$ cat config.mk
export PLATFORM = sky130hd
export DESIGN_NAME = pp_frame_ctrl
export DESIGN_NICKNAME = d
export VERILOG_FILES = /design/src/rtl/pp_pkg.sv /design/src/rtl/pp_wr_ctrl.sv /design/src/rtl/pp_rd_ctrl.sv /design/src/rtl/pp_ready_flags.sv /design/src/rtl/pp_drop_ctr.sv /design/src/rtl/pp_frame_ctrl.sv
export SDC_FILE = /design/constraint.sdc
export NUM_CORES = 1
export LEC_CHECK = 0
export BUFFER_PORTS_ARGS = -buffer_cell sky130_fd_sc_hd__buf_2
export CELL_PAD_IN_SITES_DETAIL_PLACEMENT = 1
export CELL_PAD_IN_SITES_GLOBAL_PLACEMENT = 2
export CORE_MARGIN = 2
export CORE_UTILIZATION = 30
export DETAILED_ROUTE_END_ITERATION = 12
export HOLD_SLACK_MARGIN = 0.03
export PLACE_DENSITY_LB_ADDON = 0.2
export SYNTH_ARGS = -nofsm -noshare
export SYNTH_HDL_FRONTEND = slang
export SYNTH_SLANG_ARGS = --single-unit
$ cat constraint.sdc
create_clock -name clk -period 3.57 [get_ports clk]
set_input_delay 1.071 -clock clk [delete_from_list [all_inputs] [get_ports clk]]
set_output_delay 1.071 -clock clk [all_outputs]
set_load 0.005 [all_outputs]
$ cat src/rtl/pp_pkg.sv
// Shared definitions for the two-bank frame handoff controller.
// Assumes exactly two banks; a bank id is therefore a single bit.
package pp_pkg;
    localparam int NUM_BANKS = 2;
    typedef logic bank_t;

    // Returns the bank that is not the one given.
    function automatic bank_t other_bank(input bank_t b);
        return ~b;
    endfunction
endpackage

$ cat src/rtl/pp_wr_ctrl.sv
// Producer-side state: the bank being written and whether a frame is open.
// Assumes wr_start/wr_done are single-cycle pulses. A frame end moves the
// producer to the other bank unless the consumer holds it (rd_hold).
module pp_wr_ctrl
    import pp_pkg::*;
(
    input  logic  clk,
    input  logic  rst_n,
    input  logic  wr_start,
    input  logic  wr_done,
    input  logic  rd_hold,
    output bank_t wr_bank,
    output logic  wr_busy,
    output logic  wr_fin,
    output logic  swap
);
    // A frame end counts only while a frame is open.
    assign wr_fin = wr_done & wr_busy;
    assign swap   = wr_fin & ~rd_hold;

    // Track whether the producer is inside a frame; the end has priority.
    always_ff @(posedge clk) begin
        if (!rst_n)        wr_busy <= 1'b0;
        else if (wr_fin)   wr_busy <= 1'b0;
        else if (wr_start) wr_busy <= 1'b1;
    end

    // Move the producer to the other bank on an allowed frame end.
    always_ff @(posedge clk) begin
        if (!rst_n)    wr_bank <= 1'b0;
        else if (swap) wr_bank <= other_bank(wr_bank);
    end

    AST_BANK_MOVES_AT_END: assert property (@(posedge clk) disable iff (!rst_n)
        (wr_bank != $past(wr_bank)) |-> $past(wr_done));
endmodule

$ cat src/rtl/pp_rd_ctrl.sv
// Consumer-side state: whether a bank is held and which one.
// Assumes rd_start/rd_done are single-cycle pulses. A start is granted only
// when the non-producer bank carries a complete frame (avail).
module pp_rd_ctrl
    import pp_pkg::*;
(
    input  logic  clk,
    input  logic  rst_n,
    input  logic  rd_start,
    input  logic  rd_done,
    input  bank_t wr_bank,
    input  logic  avail,
    output logic  rd_busy,
    output bank_t rd_bank,
    output logic  rd_grant,
    output logic  rd_hold
);
    bank_t held_q;

    assign rd_grant = rd_start & ~rd_busy & avail;
    // Consumer blocks the other bank if it keeps it past this edge or takes it now.
    assign rd_hold  = (rd_busy & ~rd_done) | rd_grant;
    // While idle the select previews the bank a grant would give.
    assign rd_bank  = rd_busy ? held_q : other_bank(wr_bank);

    // Record hold status: granted start sets, done while busy clears.
    always_ff @(posedge clk) begin
        if (!rst_n)                 rd_busy <= 1'b0;
        else if (rd_grant)          rd_busy <= 1'b1;
        else if (rd_busy & rd_done) rd_busy <= 1'b0;
    end

    // Latch the granted bank for the length of the read.
    always_ff @(posedge clk) begin
        if (!rst_n)        held_q <= 1'b1;
        else if (rd_grant) held_q <= other_bank(wr_bank);
    end

    AST_HELD_BANK_STABLE: assert property (@(posedge clk) disable iff (!rst_n)
        (rd_busy && !rd_done) |=> (rd_busy && $stable(rd_bank)));
endmodule

$ cat src/rtl/pp_ready_flags.sv
// One "complete frame present" flag per bank.
// Assumes set and clear never target the same bank in one cycle; set wins.
module pp_ready_flags
    import pp_pkg::*;
(
    input  logic                 clk,
    input  logic                 rst_n,
    input  logic [NUM_BANKS-1:0] set_vec,
    input  logic [NUM_BANKS-1:0] clr_vec,
    output logic [NUM_BANKS-1:0] ready_q
);
    for (genvar b = 0; b < NUM_BANKS; b++) begin : g_flag
        // Hold the flag for bank b between completion and claim or overwrite.
        always_ff @(posedge clk) begin
            if (!rst_n)          ready_q[b] <= 1'b0;
            else if (set_vec[b]) ready_q[b] <= 1'b1;
            else if (clr_vec[b]) ready_q[b] <= 1'b0;
        end
    end
endmodule

$ cat src/rtl/pp_drop_ctr.sv
// Saturating counter of discarded frames.
// Assumes at most one drop event per cycle.
module pp_drop_ctr #(
    parameter int CNT_W = 8
) (
    input  logic             clk,
    input  logic             rst_n,
    input  logic             inc,
    output logic [CNT_W-1:0] count
);
    localparam logic [CNT_W-1:0] CNT_MAX = '1;

    // Count up on each drop, stopping at the maximum.
    always_ff @(posedge clk) begin
        if (!rst_n)                         count <= '0;
        else if (inc && (count != CNT_MAX)) count <= count + 1'b1;
    end

    AST_DROP_NO_DECREASE: assert property (@(posedge clk) disable iff (!rst_n)
        count >= $past(count));
endmodule

$ cat src/rtl/pp_frame_ctrl.sv
// Two-bank frame handoff controller (top).
// Producer fills one bank while the consumer reads the other. Ownership moves
// only at frame ends; a held consumer bank forces the producer to stay and
// drop. Assumes all handshake inputs are synchronous single-cycle pulses.
module pp_frame_ctrl
    import pp_pkg::*;
#(
    parameter int CNT_W = 8
) (
    input  logic             clk,
    input  logic             rst_n,
    input  logic             wr_start,
    input  logic             wr_done,
    input  logic             rd_start,
    input  logic             rd_done,
    output logic             wr_bank,
    output logic             wr_busy,
    output logic             rd_bank,
    output logic             rd_busy,
    output logic             rd_ready,
    output logic [CNT_W-1:0] drop_count
);
    logic                 wr_fin, swap, rd_grant, rd_hold;
    logic                 avail, stale, drop_inc;
    logic [NUM_BANKS-1:0] set_vec, clr_vec, ready_q;
    bank_t                wb, rb;

    assign wr_bank = wb;
    assign rd_bank = rb;

    // A complete frame is offered from the bank the producer does not own.
    assign avail    = ready_q[other_bank(wb)];
    assign rd_ready = avail & ~rd_busy;
    // Moving onto an unclaimed frame discards it.
    assign stale    = swap & avail;
    assign drop_inc = (wr_fin & rd_hold) | stale;

    // Build per-bank set/clear requests for the complete flags.
    always_comb begin
        for (int b = 0; b < NUM_BANKS; b++) begin
            set_vec[b] = swap & (wb == bank_t'(b));
            clr_vec[b] = (rd_grant | swap) & (other_bank(wb) == bank_t'(b));
        end
    end

    pp_wr_ctrl u_wr (
        .clk(clk), .rst_n(rst_n), .wr_start(wr_start), .wr_done(wr_done),
        .rd_hold(rd_hold), .wr_bank(wb), .wr_busy(wr_busy),
        .wr_fin(wr_fin), .swap(swap)
    );

    pp_rd_ctrl u_rd (
        .clk(clk), .rst_n(rst_n), .rd_start(rd_start), .rd_done(rd_done),
        .wr_bank(wb), .avail(avail), .rd_busy(rd_busy), .rd_bank(rb),
        .rd_grant(rd_grant), .rd_hold(rd_hold)
    );

    pp_ready_flags u_flags (
        .clk(clk), .rst_n(rst_n), .set_vec(set_vec), .clr_vec(clr_vec),
        .ready_q(ready_q)
    );

    pp_drop_ctr #(.CNT_W(CNT_W)) u_drop (
        .clk(clk), .rst_n(rst_n), .inc(drop_inc), .count(drop_count)
    );

    AST_BANKS_DISJOINT: assert property (@(posedge clk) disable iff (!rst_n)
        rd_busy |-> (rd_bank != wr_bank));
    AST_GRANT_CLEARS_READY: assert property (@(posedge clk) disable iff (!rst_n)
        rd_grant |=> !rd_ready);
    AST_REFUSED_END_STAYS: assert property (@(posedge clk) disable iff (!rst_n)
        (wr_fin && rd_hold) |=> $stable(wr_bank));
    AST_IDLE_PREVIEW: assert property (@(posedge clk) disable iff (!rst_n)
        !rd_busy |-> (rd_bank == !wr_bank));
endmodule

==> results.txt, run 1 <==
fin nets: 108
Design Power: 0.273 mW
period utilisation layout: 68.4%
worst hold slack: 0.501 ns
row count: 17
crit path cell chain: mux2_4 > nor2b_1 > buf_2
dpl ws: 1.25 ns
antenna-violating nets left: 0
die span in y: 51.5 µm
Worst EP arrival: 1.37 ns
share of cells above drive strength 1: 23.2%
setup ws final: 1.13 ns
CP endpoint kind: output port
initial antenna violation count: 0
wire length on met1: 764 µm
Slew @ Worst Pin: 0.411 ns
total of max-cap violations: 0
CP peak stage delay: 0.47 ns
Worst VDD drop: 132 µV
final instance area: 811 µm²
CTS Hold Buffers Added: 0
syn avg cell area: 8.48 µm²
RSZ-0062 raised after global routing: no
status: finished clean
critical path type: flop to output port
I/O pin total: 19
Clock Pin Slew Worst Setup and Hold Paths: 0.08 ns
reg2reg path depth: 4
clock sink count: 14
Min-Delay Path Class: flop to flop
Placed Area: 788 µm²
top layer reached by signal wires: met4
Num CTS Buffers: 3
EDFF count, synth: 0
Synth Warn #: 0
worst-path fanout max: 7
cells after synthesis: 80
Hold Crit Depth: 2
core area: 2170 µm²
commonest non-fill, non-tap cell in the layout: buf_2
IO buf count: 18
clock root buffer master: clkbuf_4
Initial Util: 31.3%
Startpoint Class: flop
first drt pass iteration count: 4
# H-tree levels: 1
CTS resizes: 0
fin cells: 127
Synth async-reset ratio: 0%
Global Route Usage Sum: 13.5%
DRC: 0
Area Growth Syn to Fin: 19.6%
first-pass GRT wire length: 2.69 mm
CP bufs+invs: 1
DP HPWL: 1.18 mm
count of pins over their slew limit: 0
most frequent cells in the layout: 18 x buf_2, 14 x dfxtp_1, 10 x a21oi_1
GP Congestion: 0.669
Leak: 0.312 nW
Worst-Skew Late Latency: 0.27 ns
total wire length: 1.57 mm
worst reg2reg setup slack: 1.99 ns
Fin. Hold Viols: 0
Via density: 5.26
sequential-to-total area share from yosys stat: 41.3%
Yosys reg bits: 14
Die X-Extent: 51.5 µm
post-CTS setup buffer count: 0
vias in the first global route: 589
Clock Path Buffers: 2
Core Util, Final: 37.4%
Max-slew headroom: 72.6%
Top FF cell, synth: dfxtp_1
Inserted Diodes: 0
setup violators final: 0
CTS tree: done
CP delay by family, top: flip-flops
die footprint: 2660 µm²
routed length on met2: 730 µm
grt total ovfl: 0
Final Skew: 0.00143 ns
routed length on met3: 59 µm
Cell variety after synth: 28
Fin Setup TNS: 0 ns
critical path depth in cells: 3
fmax: 0.409 GHz
Min Clock Period, post-route: 2.44 ns
Pwr Density: 336 nW/µm²
largest net degree at the start of global routing: 16
vias: 668
DP Cell Count: 124
initial drt markers: 7
synthesized cell area: 678 µm²
drt wl/cell: 12.3 µm
Critical Path Slowest Stage Cell: dfxtp_1
syn nets: 87
Crit path required time: 2.50 ns
-- final timing paths --
check | start | endpoint
hold reg to reg | u_rd.held_q | u_rd.held_q
hold / removal | u_rd.held_q | u_rd.held_q
setup / recovery | u_wr.wr_bank | rd_ready
setup reg to reg | u_wr.wr_bank | u_drop.count[6]
-- cell type report --
cell class	instances	area, µm²
clock buffer	3	22.5
fill	291	1360
multi-input combinational	63	379
sequential	14	280
tap	28	35.0
inverter	1	3.75
timing repair buffer	18	90.1
-- synthesized netlist by cell type, types with 2 or more instances --
| cell | instances | area, µm² |
|---|---|---|
| nor3_1 | 2 | 10.0 |
| or4_1 | 2 | 15.0 |
| o21ai_0 | 9 | 45.0 |
| nand2b_1 | 2 | 12.5 |
| nand3_1 | 2 | 10.0 |
| nor2_1 | 5 | 18.8 |
| nand2_1 | 9 | 33.8 |
| o31ai_1 | 2 | 15.0 |
| a21oi_1 | 10 | 50.1 |
| or3_1 | 5 | 31.3 |
| nor2b_1 | 2 | 12.5 |
| dfxtp_1 | 14 | 280 |
-- worst register-to-register path: stages, from the launching register on --
cell      delay (ns)
dfxtp_1         0.47
mux2_4          0.25
o21bai_4        0.13
or4_1           0.52
a21oi_1         0.14
-- where the power goes --
part	internal, mW	switching, mW
logic	0.0101	0.0104
clock network	0.0390	0.0502
registers	0.159	0.00345
-- sequential cells by signal, indices dropped and copies added (netlist names) --
name	cells
u_drop.count	8
u_wr.wr_bank	1
u_rd.rd_busy	1
u_flags.ready_q	2
u_rd.held_q	1
u_wr.wr_busy	1
-- per-layer routing --
metal	global-route usage [%]	vias up
met2	21.4	11
li1	-	329
met3	2.59	2
met5	0	-
met1	17.4	326
met4	6.58	0
-- logic make-up after synthesis --
family          Yosys count  share of synthesized area (%)
compound gates           26                           23.4
simple gates             33                           25.6
flops                    14                           41.3
buf+inv                   3                           2.77
xor+xnor                  1                           1.29
fa+ha+maj                 1                           1.84
mux                       2                           3.69
No activity file was read; power rests on OpenSTA's default activity.
==> inputs of run 2 (changes only) <==
Settings changed: ABC_AREA from default to 1, CORE_ASPECT_RATIO from default to 2, CORE_UTILIZATION 30 to 26.
Clock period 3.57 ns to 2.45 ns, I/O delays scaled along.
==> run 2 against run 1 <==
- largest power group unchanged
- final cell count rose by 28%
- critical endpoint unchanged
- first-iteration DRC count down 14%
- via count is 16% higher
- hold slack worse by 0.039 ns
- critical path type unchanged
- clock power grew to 2.5 times the previous value
==> results.txt, run 2 <==
status: finished clean
count of pins over their slew limit: 0
CTS Hold Buffers Added: 0
Inserted Diodes: 0
Area Growth Syn to Fin: 23.7%
period utilisation layout: 74.1%
reg2reg path depth: 8
Slew @ Worst Pin: 0.352 ns
dominant cells by area after synthesis: dfxtp_1 37%, nand2_1 21%, a21oi_1 8.0%
Num CTS Buffers: 3
die footprint: 3350 µm²
clock root buffer master: clkbuf_8
row count: 27
post-synthesis adder-cell area fraction: 1.67%
post-CTS setup buffer count: 0
xor and xnor area share after synthesis: 3.51%
worst-path fanout max: 7
Min-Delay Path Class: flop to flop
first drt pass iteration count: 3
CTS resizes: 0
Yosys reg bits: 14
biggest regs: u_drop.count x8, u_flags.ready_q x2
largest family of logic cells by synthesized area: simple AND/OR/NAND/NOR gates
Top reg by flops: u_drop.count
Cell variety after synth: 17
Worst R2R Start: u_drop.count[0]
Post-Synth Simple-Gate Area: 39.2%
total of max-cap violations: 0
Max-slew headroom: 76.5%
Initial Util: 27.4%
worst reg2reg endpoint: u_drop.count[1]
Clock Pin Slew Worst Setup and Hold Paths: 0.06 ns
drt wl/cell: 12.1 µm
total wire length: 1.96 mm
Top FF cell, synth: dfxtp_1
Synth async-reset ratio: 0%
DP Cell Count: 158
core area: 2740 µm²
CTS tree: done
IO buf count: 18
Die X-Extent: 42.0 µm
die span in y: 79.9 µm
Fin. Hold Viols: 0
I/O pin total: 19
cells after synthesis: 112
Clock Path Buffers: 2
Worst EP arrival: 1.08 ns
Min Clock Period, post-route: 1.82 ns
fmax: 0.551 GHz
fin cells: 162
DRC: 0
GP Congestion: 0.789
CP endpoint kind: output port
Worst VDD drop: 250 µV
post-synth top area cell: dfxtp_1
Crit path required time: 1.71 ns
Leak: 0.444 nW
Hold Crit Depth: 2
Worst-Skew Late Latency: 0.24 ns
DP HPWL: 1.56 mm
initial antenna violation count: 0
first-pass GRT wire length: 3.42 mm
Final Skew: 0.00297 ns
hold path start: u_rd.held_q
antenna-violating nets left: 0
critical path type: flop to output port
Global Route Usage Sum: 13.3%
Fin Setup TNS: 0 ns
setup violators final: 0
syn nets: 119
synthesized cell area: 749 µm²
RSZ-0062 raised after global routing: no
Design Power: 0.506 mW
vias: 772
commonest non-fill, non-tap cell in the layout: nand2_1
largest net degree at the start of global routing: 12
syn avg cell area: 6.69 µm²
WHS Endpoint: u_rd.held_q
Commonest cells post-synth: 42 x nand2_1, 14 x dfxtp_1, 13 x inv_1
Compound-Gate Fraction of Synth Area: 10.7%
worst reg2reg setup slack: 1.03 ns
grt total ovfl: 0
top cell type's share of synthesized area: 37.4%
most frequent cells in the layout: 42 x nand2_1, 18 x buf_2, 14 x dfxtp_1
share of cells above drive strength 1: 25.6%
EDFF count, synth: 0
# H-tree levels: 1
Startpoint Class: flop
max FFs per register: 8
fin nets: 141
vias in the first global route: 777
Synth Warn #: 0
initial drt markers: 6
sequential-to-total area share from yosys stat: 37.4%
top-count cell post-synth: nand2_1
clock sink count: 14
mux contribution to synthesized area: 0%
Pwr Density: 546 nW/µm²
Via density: 4.77
run 2: cell types whose count changed after synthesis, sizes merged, moves of 4 or more:
cell	change
or3	-5
o21ai	-5
nand2	+38
nor2	+4
inv	+13
run 2: worst max path at each step:
stage            startpoint               to  cells after the start
2_1_floorplan  u_wr.wr_bank         rd_ready                      2
3_3_place_gp        rd_done  u_drop.count[2]                      8
3_5_place_dp        rd_done  u_drop.count[1]                      8
4_1_cts        u_wr.wr_bank         rd_ready                      3
5_1_grt        u_wr.wr_bank         rd_ready                      3
6_report       u_wr.wr_bank         rd_ready                      3
run 2: critical path: stages (launching register included):
cell and delay (ns):
dfxtp_1 0.45, nand2_2 0.11, a21oi_1 0.15, buf_2 0.13
run 2: cell type report:
type | count | area, µm²
inverters | 14 | 52.6
fillers | 370 | 1810
multi-input cells | 83 | 413
repair buffers | 18 | 90.1
clock buffers | 4 | 55.1
well taps | 29 | 36.3
flip-flops and latches | 14 | 280
run 2: report_power, final:
| part | internal [mW] | switching, mW |
|---|---|---|
| Clock | 0.142 | 0.0826 |
| Combinational | 0.0164 | 0.0247 |
| Sequential | 0.234 | 0.00626 |
| Total | 0.393 | 0.114 |
run 2: kinds of logic (layout without fill, tap and decap cells):
logic type | after synthesis | after routing
fa+ha+maj | 1 | 1
buf+inv | 15 | 36
simple gates | 63 | 63
compound gates | 16 | 16
xor+xnor | 3 | 3
flops | 14 | 14
run 2: routing by layer:
metal / part of all wire, % / global-route usage (%)
met5: 0 / 0
met4: 0.72 / 4.84
met3: 2.9 / 2.04
met2: 57 / 25.3
met1: 39 / 14.1
run 2: per-stage QoR:
step	cell area, µm²	utilization, %	hold WS, ns	worst slack, ns
CTS	927	33.9	0.468	0.622
global placement	872	31.9	0.446	0.856
global route	927	33.9	0.486	0.521
detailed placement	872	31.9	0.457	0.804
finish	927	33.9	0.462	0.634
floorplan	749	-	0.426	1.03
==> inputs of run 3 (changes only) <==
Settings changed: ABC_AREA 1 to 0, CORE_ASPECT_RATIO 2 to default, CORE_UTILIZATION 26 to 28.
Clock period 2.45 ns to 1.69 ns, I/O delays scaled along.
==> run 3 against run 2 <==
- utilization is 5.0 points higher
- cell area decreased by 5.4%
- clock skew decreased by 0.0018 ns
- largest cell class unchanged
- largest power group unchanged
- sequential power is 43% higher
==> results.txt, run 3 (synthesis results as in run 1) <==
first-pass GRT wire length: 3.15 mm
setup violators final: 0
Worst VDD drop: 384 µV
DP HPWL: 1.29 mm
final instance area: 877 µm²
Fin. Hold Viols: 0
fillers: 290
Global Route Usage Sum: 15.7%
antenna-violating nets left: 0
IO buf count: 18
period utilisation layout: 99.2%
drt wl/cell: 12.6 µm
critical path type: flop to output port
Placed Area: 846 µm²
Top reg by flops: u_drop.count
Worst-Skew Late Latency: 0.27 ns
first drt pass iteration count: 4
status: finished clean
clock sink count: 14
fin cells: 134
row count: 17
Min-Delay Path Class: primary input to flop
# H-tree levels: 1
Min Clock Period, post-route: 1.68 ns
Die X-Extent: 53.2 µm
biggest regs: u_drop.count x8, u_flags.ready_q x2
total wire length: 1.68 mm
Clock Path Buffers: 2
Initial Util: 30.1%
Design Power: 0.584 mW
DRC: 0
total of max-cap violations: 0
Max-slew headroom: 73.9%
core area: 2250 µm²
commonest non-fill, non-tap cell in the layout: buf_2
worst-path fanout max: 2
largest net degree at the start of global routing: 13
Clock Pin Slew Worst Setup and Hold Paths: 0.08 ns
RSZ-0062 raised after global routing: yes
Inserted Diodes: 0
Area Growth Syn to Fin: 29.3%
most frequent cells in the layout: 18 x buf_2, 13 x dfxtp_1, 10 x a21oi_1
I/O pin total: 19
grt total ovfl: 0
vias in the first global route: 692
Final Skew: 0.00112 ns
Num CTS Buffers: 3
GP Congestion: 0.666
max FFs per register: 8
die span in y: 53.2 µm
fin nets: 115
Fin Setup TNS: 0 ns
Slew @ Worst Pin: 0.391 ns
Pwr Density: 666 nW/µm²
Worst EP arrival: 1.17 ns
DP Cell Count: 130
share of cells above drive strength 1: 29.2%
Crit path required time: 1.18 ns
CTS tree: done
Via density: 5.01
count of pins over their slew limit: 0
initial antenna violation count: 0
fmax: 0.597 GHz
vias: 672
Startpoint Class: flop
CP endpoint kind: output port
initial drt markers: 4
clock root buffer master: clkbuf_4
die footprint: 2830 µm²
Leak: 0.353 nW
-- run 3: cell types whose count changed in the layout (fill, tap and decap cells not counted), sizes merged, moves of 4 or more --
cell   before  now
nand2      47    9
nor2        9    5
buf        18   25
o21ai       4    9
inv        14    1
or3         0    5
-- run 3: metrics by stage --
| step | util, % | hold slack [ns] | worst slack (ns) |
|---|---|---|---|
| detailed placement | 37.5 | 0.486 | -0.0117 |
| global placement | 37.5 | 0.471 | 0.0164 |
| finish | 38.9 | 0.451 | 0.0136 |
| floorplan | - | 0.453 | 0.152 |
| global route | 38.9 | 0.452 | -0.0325 |
| CTS | 38.9 | 0.447 | -0.00158 |
-- run 3: path summary, 6_finish.rpt --
kind / from / to / slack, ns / depth (start not counted)
setup / recovery: u_wr.wr_bank / rd_ready / 0.01 / 3
hold / removal: rst_n / u_rd.held_q / 0.45 / 2
setup reg to reg: u_drop.count[0] / u_drop.count[7] / 0.14 / 5
hold reg to reg: u_rd.held_q / u_rd.held_q / 0.50 / 2
-- run 3: report_power, final --
part | internal [mW] | switching [mW]
combinational | 0.0286 | 0.0271
sequential | 0.337 | 0.00469
clock | 0.0826 | 0.105
-- run 3: metal layers --
layer	GRT usage (%)	part of all wire, %
met1	20.2	49
met3	3.39	3.6
met2	24.1	45
met4	8.97	2.2
met5	0	0
-- run 3: worst max-delay path, cell delays in order, from the launching register on --
cell and delay (ns):
dfxtp_2 0.34, mux2_4 0.30, nor2b_1 0.13, buf_2 0.12
-- run 3: cell type report --
class,count,area (µm²),share of cell area (%)
flip-flops and latches,14,282,32.1
inverters,1,3.75,0.428
clock buffers,3,22.5,2.57
multi-input cells,63,379,43.2
well taps,28,35.0,3.99
repair buffers,25,155,17.7
-- run 3: repair_timing --
item / CTS / global route
pin swaps: 0 / 0
hold buffers: 0 / 0
setup buffers: 1 / 0
hold endpoints to repair: 0 / 0
gates cloned: 0 / 0
endpoints found under the setup margin: 1 / 1
gates resized for setup: 1 / 0
